**config.mk**
```make
export PLATFORM = sky130hd
export DESIGN_NAME = adc_result_store
export DESIGN_NICKNAME = d
export VERILOG_FILES = /design/src/rtl/adc_rs_pkg.sv /design/src/rtl/adc_rs_fmt.sv /design/src/rtl/adc_rs_inj_slot.sv /design/src/rtl/adc_rs_regular.sv /design/src/rtl/adc_result_store.sv
export SDC_FILE = /design/constraint.sdc
export NUM_CORES = 1
export LEC_CHECK = 0
export ABC_CLOCK_PERIOD_IN_PS = 2750
export BUFFER_PORTS_ARGS = -buffer_cell sky130_fd_sc_hd__clkbuf_2
export CAP_MARGIN = 10
export CORE_ASPECT_RATIO = 0.75
export CORE_MARGIN = 4
export CORE_UTILIZATION = 30
export DETAILED_ROUTE_END_ITERATION = 8
export GPL_ROUTABILITY_DRIVEN = 0
export PLACE_DENSITY_LB_ADDON = 0.12
export SKIP_LAST_GASP = 1
export SLEW_MARGIN = 20
export SYNTH_ARGS = -nofsm -noshare
export SYNTH_HDL_FRONTEND = slang
export SYNTH_SLANG_ARGS = --single-unit
```
**constraint.sdc**
```tcl
create_clock -name clk_i -period 2.75 [get_ports clk_i]
set_input_delay 0.275 -clock clk_i [delete_from_list [all_inputs] [get_ports clk_i]]
set_output_delay 0.275 -clock clk_i [all_outputs]
set_load 0.03 [all_outputs]
```
**src/rtl/adc_rs_pkg.sv**
```systemverilog
package adc_rs_pkg;
  // resolution code: 0=full, each step drops two bits
  typedef logic [1:0] res_code_t;

  function automatic logic [5:0] res_bits(input res_code_t code, input int unsigned full);
    return 6'(full) - {3'b000, code, 1'b0};
  endfunction
endpackage

```
**src/rtl/adc_rs_fmt.sv**
```systemverilog
module adc_rs_fmt
  import adc_rs_pkg::*;
#(
  parameter int RAW_W = 12,
  parameter int OUT_W = 16
) (
  input  logic [RAW_W-1:0] raw_i,
  input  logic [RAW_W-1:0] ofs_i,
  input  res_code_t        res_i,
  input  logic             left_i,
  input  logic             signed_i,
  output logic [OUT_W-1:0] data_o
);
  localparam int DIFF_W = RAW_W + 1;

  logic [5:0]        bits, shamt;
  logic [RAW_W-1:0]  mask, v, o;
  logic [DIFF_W-1:0] diff;
  logic [OUT_W-1:0]  wide;

  always_comb begin
    bits = res_bits(res_i, RAW_W);
    mask = ~({RAW_W{1'b1}} << bits);
    v    = raw_i & mask;
    o    = ofs_i & mask;
    diff = {1'b0, v} - {1'b0, o};
    if (signed_i) begin
      wide  = {{(OUT_W-DIFF_W){diff[DIFF_W-1]}}, diff};
      shamt = 6'(OUT_W - 1) - bits;
    end else begin
      wide  = {{(OUT_W-RAW_W){1'b0}}, v};
      shamt = 6'(OUT_W) - bits;
    end
    data_o = left_i ? (wide << shamt) : wide;
  end
endmodule

```
**src/rtl/adc_rs_inj_slot.sv**
```systemverilog
module adc_rs_inj_slot #(
  parameter int OUT_W = 16
) (
  input  logic             clk_i,
  input  logic             rst_ni,
  input  logic             wr_i,
  input  logic             rd_i,
  input  logic [OUT_W-1:0] data_i,
  output logic             valid_o,
  output logic [OUT_W-1:0] data_o
);
  always_ff @(posedge clk_i or negedge rst_ni) begin
    if (!rst_ni) begin
      valid_o <= 1'b0;
      data_o  <= '0;
    end else begin
      if (wr_i) begin
        valid_o <= 1'b1;
        data_o  <= data_i;
      end else if (rd_i) begin
        valid_o <= 1'b0;
      end
    end
  end

  // write marks the slot, a lone read empties it, no write keeps data
  a_r10_wr_sets: assert property (@(posedge clk_i) disable iff (!rst_ni)
    wr_i |=> valid_o);
  a_r10_rd_clears: assert property (@(posedge clk_i) disable iff (!rst_ni)
    (rd_i && !wr_i) |=> !valid_o);
  a_r10_hold: assert property (@(posedge clk_i) disable iff (!rst_ni)
    !wr_i |=> $stable(data_o));
endmodule

```
**src/rtl/adc_rs_regular.sv**
```systemverilog
module adc_rs_regular #(
  parameter int OUT_W  = 16,
  parameter int CHAN_W = 5
) (
  input  logic              clk_i,
  input  logic              rst_ni,
  input  logic              wr_i,
  input  logic [OUT_W-1:0]  data_i,
  input  logic [CHAN_W-1:0] chan_i,
  input  logic              rd_i,
  input  logic              ack_i,
  input  logic              dma_en_i,
  input  logic              ovr_clr_i,
  output logic [OUT_W-1:0]  data_o,
  output logic [CHAN_W-1:0] chan_o,
  output logic              valid_o,
  output logic              dma_req_o,
  output logic              ovr_o,
  output logic              abort_o
);
  logic halt_q;
  logic take, accept, collide, drop, store;

  always_comb begin
    take    = rd_i | ack_i;
    accept  = wr_i & ~halt_q;
    collide = accept & valid_o & ~take;
    drop    = collide & dma_en_i;
    store   = accept & ~drop;
  end

  always_ff @(posedge clk_i or negedge rst_ni) begin
    if (!rst_ni) begin
      data_o  <= '0;
      chan_o  <= '0;
      valid_o <= 1'b0;
      ovr_o   <= 1'b0;
      halt_q  <= 1'b0;
      abort_o <= 1'b0;
    end else begin
      if (store) begin
        data_o  <= data_i;
        chan_o  <= chan_i;
        valid_o <= 1'b1;
      end else if (take) begin
        valid_o <= 1'b0;
      end
      // set beats clear
      ovr_o   <= collide | (ovr_o & ~ovr_clr_i);
      halt_q  <= drop | (halt_q & ~ovr_clr_i);
      abort_o <= drop;
    end
  end

  assign dma_req_o = valid_o & dma_en_i & ~halt_q;

  a_r5_take_clears: assert property (@(posedge clk_i) disable iff (!rst_ni)
    (take && !wr_i) |=> !valid_o);
  a_r7_collision_flags: assert property (@(posedge clk_i) disable iff (!rst_ni)
    (wr_i && valid_o && !take && !halt_q) |=> ovr_o);
  a_r8_abort_pulse: assert property (@(posedge clk_i) disable iff (!rst_ni)
    abort_o |=> !abort_o);
  a_r8_abort_no_req: assert property (@(posedge clk_i) disable iff (!rst_ni)
    abort_o |-> !dma_req_o);
  a_r8_halt_freezes: assert property (@(posedge clk_i) disable iff (!rst_ni)
    (halt_q && !ovr_clr_i) |=> $stable(data_o));
  a_r9_ovr_sticky: assert property (@(posedge clk_i) disable iff (!rst_ni)
    (ovr_o && !ovr_clr_i) |=> ovr_o);
endmodule

```
**src/rtl/adc_result_store.sv**
```systemverilog
module adc_result_store
  import adc_rs_pkg::*;
#(
  parameter int RAW_W  = 12,
  parameter int OUT_W  = 16,
  parameter int CHAN_W = 5,
  parameter int N_INJ  = 4,
  localparam int IDX_W = $clog2(N_INJ)
) (
  input  logic                   clk_i,
  input  logic                   rst_ni,
  input  logic                   res_valid_i,
  input  logic                   res_inj_i,
  input  logic [IDX_W-1:0]       res_idx_i,
  input  logic [CHAN_W-1:0]      res_chan_i,
  input  logic [RAW_W-1:0]       res_data_i,
  input  logic [1:0]             cfg_res_i,
  input  logic                   cfg_left_i,
  input  logic                   cfg_dma_en_i,
  input  logic [N_INJ-1:0]       ofs_en_i,
  input  logic [N_INJ*RAW_W-1:0] ofs_val_i,
  input  logic                   reg_rd_i,
  input  logic                   dma_ack_i,
  input  logic                   ovr_clr_i,
  input  logic [N_INJ-1:0]       inj_rd_i,
  output logic [OUT_W-1:0]       reg_data_o,
  output logic [CHAN_W-1:0]      reg_chan_o,
  output logic                   reg_valid_o,
  output logic                   dma_req_o,
  output logic                   ovr_o,
  output logic                   abort_o,
  output logic [N_INJ*OUT_W-1:0] inj_data_o,
  output logic [N_INJ-1:0]       inj_valid_o
);
  logic [OUT_W-1:0] reg_fmt;
  logic             reg_wr;

  assign reg_wr = res_valid_i & ~res_inj_i;

  adc_rs_fmt #(.RAW_W(RAW_W), .OUT_W(OUT_W)) u_reg_fmt (
    .raw_i    (res_data_i),
    .ofs_i    ('0),
    .res_i    (cfg_res_i),
    .left_i   (cfg_left_i),
    .signed_i (1'b0),
    .data_o   (reg_fmt)
  );

  adc_rs_regular #(.OUT_W(OUT_W), .CHAN_W(CHAN_W)) u_regular (
    .clk_i     (clk_i),
    .rst_ni    (rst_ni),
    .wr_i      (reg_wr),
    .data_i    (reg_fmt),
    .chan_i    (res_chan_i),
    .rd_i      (reg_rd_i),
    .ack_i     (dma_ack_i),
    .dma_en_i  (cfg_dma_en_i),
    .ovr_clr_i (ovr_clr_i),
    .data_o    (reg_data_o),
    .chan_o    (reg_chan_o),
    .valid_o   (reg_valid_o),
    .dma_req_o (dma_req_o),
    .ovr_o     (ovr_o),
    .abort_o   (abort_o)
  );

  for (genvar j = 0; j < N_INJ; j++) begin : g_slot
    logic [OUT_W-1:0] fmt;
    logic             wr;

    assign wr = res_valid_i & res_inj_i & (res_idx_i == IDX_W'(j));

    adc_rs_fmt #(.RAW_W(RAW_W), .OUT_W(OUT_W)) u_fmt (
      .raw_i    (res_data_i),
      .ofs_i    (ofs_val_i[j*RAW_W +: RAW_W]),
      .res_i    (cfg_res_i),
      .left_i   (cfg_left_i),
      .signed_i (ofs_en_i[j]),
      .data_o   (fmt)
    );

    adc_rs_inj_slot #(.OUT_W(OUT_W)) u_slot (
      .clk_i   (clk_i),
      .rst_ni  (rst_ni),
      .wr_i    (wr),
      .rd_i    (inj_rd_i[j]),
      .data_i  (fmt),
      .valid_o (inj_valid_o[j]),
      .data_o  (inj_data_o[j*OUT_W +: OUT_W])
    );
  end

  // injected traffic leaves the regular side alone
  a_r10_inj_no_ovr: assert property (@(posedge clk_i) disable iff (!rst_ni)
    (res_valid_i && res_inj_i && !ovr_o) |=> !ovr_o);
  a_r10_inj_keeps_reg: assert property (@(posedge clk_i) disable iff (!rst_ni)
    (res_valid_i && res_inj_i) |=> $stable(reg_data_o));
endmodule

```
==> results of run 1 <==
==> layer usage <==
layer  part of all wire, %  vias to the layer above  routed length (µm)  global-route usage, %
met5                     0                        -                   0                      0
met4                   2.8                        0                1300                   7.36
met3                   6.4                       62                2950                   4.89
met2                    44                      397               20200                   38.1
met1                    47                     5870               21400                   34.6
li1                      -                     5941                   -                      -
==> what timing repair did <==
action                                  CTS  global route
gates cloned                              0             0
pin swaps                                51            45
gates resized for setup                  74            64
setup buffers                            23             2
endpoints found under the setup margin   49            69
hold buffers                              1             0
endpoints found under the hold margin    36             0
==> synth_stat cells (12+ instances only) <==
master and count:
nor2b_1 15, a31oi_1 32, a22oi_1 12, o21ai_0 121, nor3_1 42, nor2_1 158
buf_1 14, mux2i_1 12, clkbuf_1 62, nand2b_1 20, xnor2_1 24, nand3_1 30
o221ai_1 13, o22ai_1 13, inv_1 51, ha_1 53, a21oi_1 126, a211oi_1 23
o21a_1 14, a21o_1 19, dfrtp_1 93, nand2_1 220
==> power by group through the flow <==
stage	logic [mW]	clock network, mW	registers [mW]
after floorplan	1.79	0	2.35
after global routing	4.61	1.53	1.84
final	4.28	1.42	1.80
after detailed placement	3.93	0	1.83
after global placement	3.92	0	1.83
after CTS	4.14	1.47	1.81
==> flip-flops by register name, summed over array words and instances (netlist names) <==
register,count
u_regular.chan_o,5
u_regular.data_o,16
g_slot.u_slot.valid_o,4
g_slot.u_slot.data_o,64
u_regular.ovr_o,1
u_regular.halt_q,1
u_regular.valid_o,1
u_regular.abort_o,1
==> critical path, stage by stage <==
cell and delay, ps:
clkbuf_16 130, ha_4 170, ha_4 170, nor2b_1 100
buf_4 140, inv_6 50, ha_4 160, fa_2 380
nor2b_4 150, o21ai_4 80, a211oi_4 290, o41ai_4 120
xor2_1 200, nand2b_4 170, a221oi_2 60, or4_1 500
o221a_2 130
==> stage by stage <==
step | util (%) | hold slack, ps | power [mW] | setup slack [ps]
CTS | 45.0 | 67.6 | 7.41 | -263
finish | 46.0 | 72.6 | 7.51 | -272
global placement | 42.2 | 303 | 5.75 | -817
detailed placement | 42.2 | 305 | 5.76 | -855
global route | 46.0 | 67.5 | 7.98 | -389
floorplan | - | -20.6 | 4.13 | -949
==> cell families after synthesis <==
logic type               synth area share, %
multiplexers                            2.79
XOR/XNOR                                3.67
AO/OA/AOI/OAI                           33.1
flip-flops                              23.4
buffers and inverters                   5.95
adder cells (fa/ha/maj)                 7.47
AND/OR/NAND/NOR                         23.6
==> area by class of cell <==
cell class,count,area share (%)
Timing Repair Buffer,516,24.3
Inverter,54,1.46
Clock buffer,11,1.62
Sequential cell,93,15.6
Multi-Input combinational cell,1154,52.8
Tap cell,442,3.70
Clock inverter,5,0.544
==> worst max-delay path by stage <==
stage / start / end
2_1_floorplan: cfg_res_i[0] / g_slot[0].u_slot.data_o[13]
3_3_place_gp: cfg_res_i[0] / g_slot[1].u_slot.data_o[11]
3_5_place_dp: cfg_res_i[0] / g_slot[0].u_slot.data_o[13]
4_1_cts: cfg_res_i[1] / g_slot[0].u_slot.data_o[13]
5_1_grt: cfg_res_i[1] / g_slot[0].u_slot.data_o[13]
6_report: cfg_res_i[1] / g_slot[0].u_slot.data_o[13]
==> out/metrics.yaml, run 1 <==
finish:
  final_cell_mix: "buf_4 (321), nand2_1 (213), clkbuf_2 (175), nor2_1 (153), a21oi_1 (105)"
  fin_cells: 2275
  area_growth_pct: 50.3
  layout_commonest_cell: "buf_4"
  multi_input_area_mm2: 0.00790
  final_layout_size_suffix_gt1_share_pct: 38.7
  fin_nets: 1971
  fillers: 3365
  post-route-cell-area_mm2: 0.0150
  diodes: 0
  seq_area_mm2: 0.00233
critical_path:
  reg2reg_from: "u_regular.halt_q"
  cp_data_required_time_ps: 3020
  cp.arrival_ps: 3290
  cp_max_fo: 6
  end_kind: "flop"
  r2r_end: "u_regular.data_o[4]"
  crit_path_start_kind: "input pin"
  reg2regPathDepth: 7
  critical_path_class: "in -> reg"
  r2r_slack_ps: 1100
logic_synthesis:
  syn_area_per_cell_um2: 7.15
  yosysTopAreaCell: "dfrtp_1"
  seq_area_frac_synth_pct: 23.4
  synth_nets: 1535
  synth_top_area_share_pct: 23.4
  yosys_most_used_dff: "dfrtp_1"
  synth_edf_count: 0
  netlist_area_mm2: 0.00995
  synth.distinct_cells: 89
  ys_ff_latch: 93
  yosys_warnings: 0
  synth_area_leaders: "dfrtp_1 (23%), nand2_1 (8.3%), ha_1 (6.7%)"
  synthArstFlopShare_pct: 100
  synthCells: 1392
timing:
  period_share_pct: 110
  period_minus_slack_ps: 3020
  setup_viol: 40
  skew_ps: 5.28
  relSlewSlack_pct: 51.8
  clock.fmax_mhz: 331
  finalMaxSlewViolations: 0
  rsz0062_at_grt: "yes"
  setup_ws_ps: -272
  fin_tns_setup_ps: -5150
  tightest_slew_ps: 722
  finalHoldViolations: 0
placement:
  placed_cells: 2233
  dpl.hpwl_um: 35800
  io_buffers: 178
  placed_cell_area_mm2: 0.0137
cts:
  cts.clk_slew.worst_paths_ps: 80
  clk_latency_ps: 370
  numClockSinks: 93
  cts_tree: "done"
  cts_buffers: 9
  cts_root_buf: "clkbuf_16"
  cts.path.max_buffers: 2
  htreeDepth: 3
detailed_routing:
  drt_iter0_drc: 1098
  first_pass_iters: 5
  wl_um: 45800
  ant_nets: 0
  vias_per_cell: 5.39
  wire_per_inst_um: 20.1
  drc: 0
  dr_total_vias: 12300
status:
  failed_checks: "negative setup slack"
  status: "finished with violations"
floorplanning:
  start_util_pct: 30.6
  core_area_mm2: 0.0325
  io_pins: 179
  fp.dieW_um: 218
  rows: 57
  fp.dieH_um: 166
  dieArea_mm2: 0.0362
pwr:
  peakVddDrop_v: 0.000313
  clock_power_share_pct: 18.9
  p_seq_share_pct: 24.0
  cell_internal_pwr_mw: 4.24
  power_leakage_nw: 6.83
  swShare_pct: 43.4
  p_comb_share_pct: 57.1
  powerDensity_mw_per_mm2: 502
  switchingPower_mw: 3.26
global_routing:
  antenna_found_initial: 1
  grt_max_degree: 77
  track_usage_pct: 24.6
  grt.overflow.total: 0
  grt_pass1_wl_um: 69700
  grt_pass1_vias: 12100
worst_hold_path:
  whs_path_depth: 2
  min_from: "inj_rd_i[0]"
  holdPathEnd: "g_slot[0].u_slot.valid_o"
  hp-class: "in -> reg"
run:
  maxCapViolations: 0
No activity file was read; power rests on OpenSTA's default activity.
==> run 2: changes to the inputs <==
ABC_CLOCK_PERIOD_IN_PS = 2870   (was 2750)
clock period = 2.87 ns   (was 2.75 ns; I/O delays follow)
==> out/metrics.yaml, run 2 (synthesis gave the netlist of run 1 again) <==
status:
  status: "finished with violations"  # unchanged
  failed_checks: "negative setup slack"  # unchanged
cts:
  cts.clk_slew.worst_paths_ps: 80  # about the same
  cts.path.max_buffers: 2  # unchanged
  cts_buffers: 9  # unchanged
  cts_tree: "done"  # unchanged
  clk_latency_ps: 370  # about the same
  numClockSinks: 93  # unchanged
  htreeDepth: 3  # unchanged
  cts_root_buf: "clkbuf_16"  # unchanged
global_routing:
  grt_pass1_wl_um: 70400  # was 69,700 µm
  grt_pass1_vias: 12000  # was 12,100
  track_usage_pct: 24.9  # was 24.6%
  grt.overflow.total: 0  # unchanged
  grt_util_met3_pct: 4.63  # was 4.89%
  gr-usage-met2_pct: 38.5  # was 38.1%
  antenna_found_initial: 2  # was 1
  use_met1_pct: 35.2  # was 34.6%
  top_usage_layer: "met2"  # unchanged
  grt_max_degree: 67  # was 77
worst_hold_path:
  holdPathEnd: "g_slot[0].u_slot.valid_o"  # unchanged
  hp-class: "in -> reg"  # unchanged
  whs_path_depth: 2  # unchanged
  min_from: "inj_rd_i[0]"  # unchanged
detailed_routing:
  drt_iter0_drc: 1211  # was 1,098
  drc: 0  # unchanged
  ant_nets: 0  # unchanged
  vias_per_cell: 5.45  # was 5.39
  first_pass_iters: 6  # was 5
  wl_um: 46700  # was 45,800 µm
  wire_per_inst_um: 20.3  # was 20.1 µm
  dr_total_vias: 12500  # was 12,300
finish:
  final_cell_mix: "buf_4 (332), nand2_1 (213), clkbuf_2 (175), nor2_1 (149), a21oi_1 (101)"  # was buf_4 (321), nand2_1 (213), clkbuf_2 (175), nor2_1 (153), a21oi_1 (105)
  area_growth_pct: 55.2  # was 50.3%
  regMostFlops: "g_slot.u_slot.data_o"  # unchanged
  final_layout_size_suffix_gt1_share_pct: 40.9  # was 38.7%
  multi_input_area_mm2: 0.00814  # was 0.00790 mm²
  fin_nets: 1995  # was 1,971
  post-route-cell-area_mm2: 0.0154  # was 0.0150 mm²
  layout_commonest_cell: "buf_4"  # unchanged
  fin_cells: 2299  # was 2,275
  seq_area_mm2: 0.00233  # unchanged
  top_regs: "g_slot.u_slot.data_o (64), u_regular.data_o (16), u_regular.chan_o (5)"  # unchanged
  fillers: 3375  # was 3,365
  largest_register_ffs: 64  # unchanged
  diodes: 0  # unchanged
timing:
  skew_ps: 3.52  # was 5.28 ps
  period_minus_slack_ps: 3050
  relSlewSlack_pct: 52.9  # was 51.8%
  hold_slack_ps: 83.0  # was 72.6 ps
  setup_viol: 29  # was 40
  clock.fmax_mhz: 328
  period_share_pct: 106
  finalMaxSlewViolations: 0  # unchanged
  setup_ws_ps: -180  # was -272 ps
  tightest_slew_ps: 704  # was 722 ps
  rsz0062_at_grt: "yes"  # unchanged
  finalHoldViolations: 0  # unchanged
floorplanning:
  start_util_pct: 30.6  # unchanged
  fp.dieH_um: 166  # unchanged
  rows: 57  # unchanged
  dieArea_mm2: 0.0362  # unchanged
  core_area_mm2: 0.0325  # unchanged
  io_pins: 179  # unchanged
  fp.dieW_um: 218  # unchanged
placement:
  dpl.hpwl_um: 36300  # was 35,800 µm
  io_buffers: 178  # unchanged
  placed_cell_area_mm2: 0.0137  # about the same
  placed_cells: 2229  # was 2,233
pwr:
  peakVddDrop_v: 0.000249  # was 0.000313 V
  power_leakage_nw: 7.03  # was 6.83 nW
  powerDensity_mw_per_mm2: 477  # was 502 mW/mm²
critical_path:
  critPathBufInv: 3  # unchanged
  cp_data_required_time_ps: 3130  # was 3020 ps
  crit_path_start_kind: "input pin"  # unchanged
  cp_cell_sequence: "clkbuf_16 -> ha_4 -> ha_4 -> nor2b_1 -> buf_4 -> inv_8 -> ha_4 -> fa_2 -> nand4b_1 -> o211ai_4 -> a41oi_2 -> a21oi_2 -> nand3_2 -> and4b_1 -> o211ai_1 -> o211a_1 -> o21ai_1"  # was clkbuf_16 -> ha_4 -> ha_4 -> nor2b_1 -> buf_4 -> inv_6 -> ha_4 -> fa_2 -> nor2b_4 -> o21ai_4 -> a211oi_4 -> o41ai_4 -> xor2_1 -> nand2b_4 -> a221oi_2 -> or4_1 -> o221a_2
  reg2regPathDepth: 8  # was 7
  cpLargestDelayFamily: "compound AO/OA/AOI/OAI gates"  # was simple AND/OR/NAND/NOR gates
  critPathMaxStageDelay_ps: 350  # was 500 ps
  end_kind: "flop"  # unchanged
  critical_path_class: "in -> reg"  # unchanged
  cp.arrival_ps: 3310  # was 3290 ps
  r2r_end: "u_regular.data_o[15]"  # was u_regular.data_o[4]
  r2r_slack_ps: 1200  # was 1100 ps
  crit_slowest_cell: "fa_2"  # was or4_1
  reg2reg_from: "u_regular.halt_q"  # unchanged
  cp_max_fo: 6  # unchanged
  crit_path_frequent_cell: "ha_4"  # unchanged
run:
  maxCapViolations: 0  # unchanged
-- run 2: routing by layer --
| layer | vias up | part of all wire, % |
|---|---|---|
| li1 | 5998 | - |
| met1 | 5965 | 46 |
| met2 | 481 | 44 |
| met3 | 83 | 6.9 |
| met4 | 0 | 3.3 |
| met5 | - | 0 |
-- run 2: per-stage QoR --
stage	total power [mW]	utilization, %	setup TNS (ps)	setup WS, ps
after detailed placement	5.52	42.1	-34790	-827
after CTS	7.15	45.4	-2060	-148
after floorplan	3.96	-	-23040	-841
after global placement	5.50	42.1	-32260	-782
after global routing	7.80	47.5	-7500	-298
final	7.37	47.5	-2500	-180
-- run 2: power breakdown --
group / total (mW) / switching, mW / internal (mW) / leakage (nW)
Combinational: 4.26 / 2.47 / 1.79 / 5.73
Sequential: 1.73 / 0.157 / 1.57 / 1.14
Clock: 1.38 / 0.561 / 0.816 / 0.163
Total: 7.37 / 3.19 / 4.18 / 7.03
-- run 2: layout make-up --
| type | count | share of cell area (%) |
|---|---|---|
| Clock buffer | 12 | 1.66 |
| Clock inverter | 4 | 0.502 |
| Inverter | 54 | 1.50 |
| Multi-Input combinational cell | 1155 | 52.7 |
| Sequential cell | 93 | 15.1 |
| Tap cell | 442 | 3.58 |
| Timing Repair Buffer | 539 | 25.0 |
-- run 2: how the worst max path moves through the flow --
stage,from,end,cells past startpoint
global placement,cfg_res_i[0],g_slot[2].u_slot.data_o[15],17
detailed placement,cfg_res_i[0],g_slot[0].u_slot.data_o[9],17
finish,cfg_res_i[1],g_slot[2].u_slot.data_o[14],17
floorplan,cfg_res_i[0],g_slot[0].u_slot.data_o[13],20
global route,cfg_res_i[1],g_slot[1].u_slot.data_o[11],19
CTS,cfg_res_i[1],g_slot[2].u_slot.data_o[13],17
-- run 2: what timing repair did --
action	CTS	global route
gates cloned	0	1
hold endpoints to repair	18	0
resized for setup	101	101
buffers inserted	32	22
hold buffers	1	0
setup endpoints to repair	47	58
pin swaps	59	67
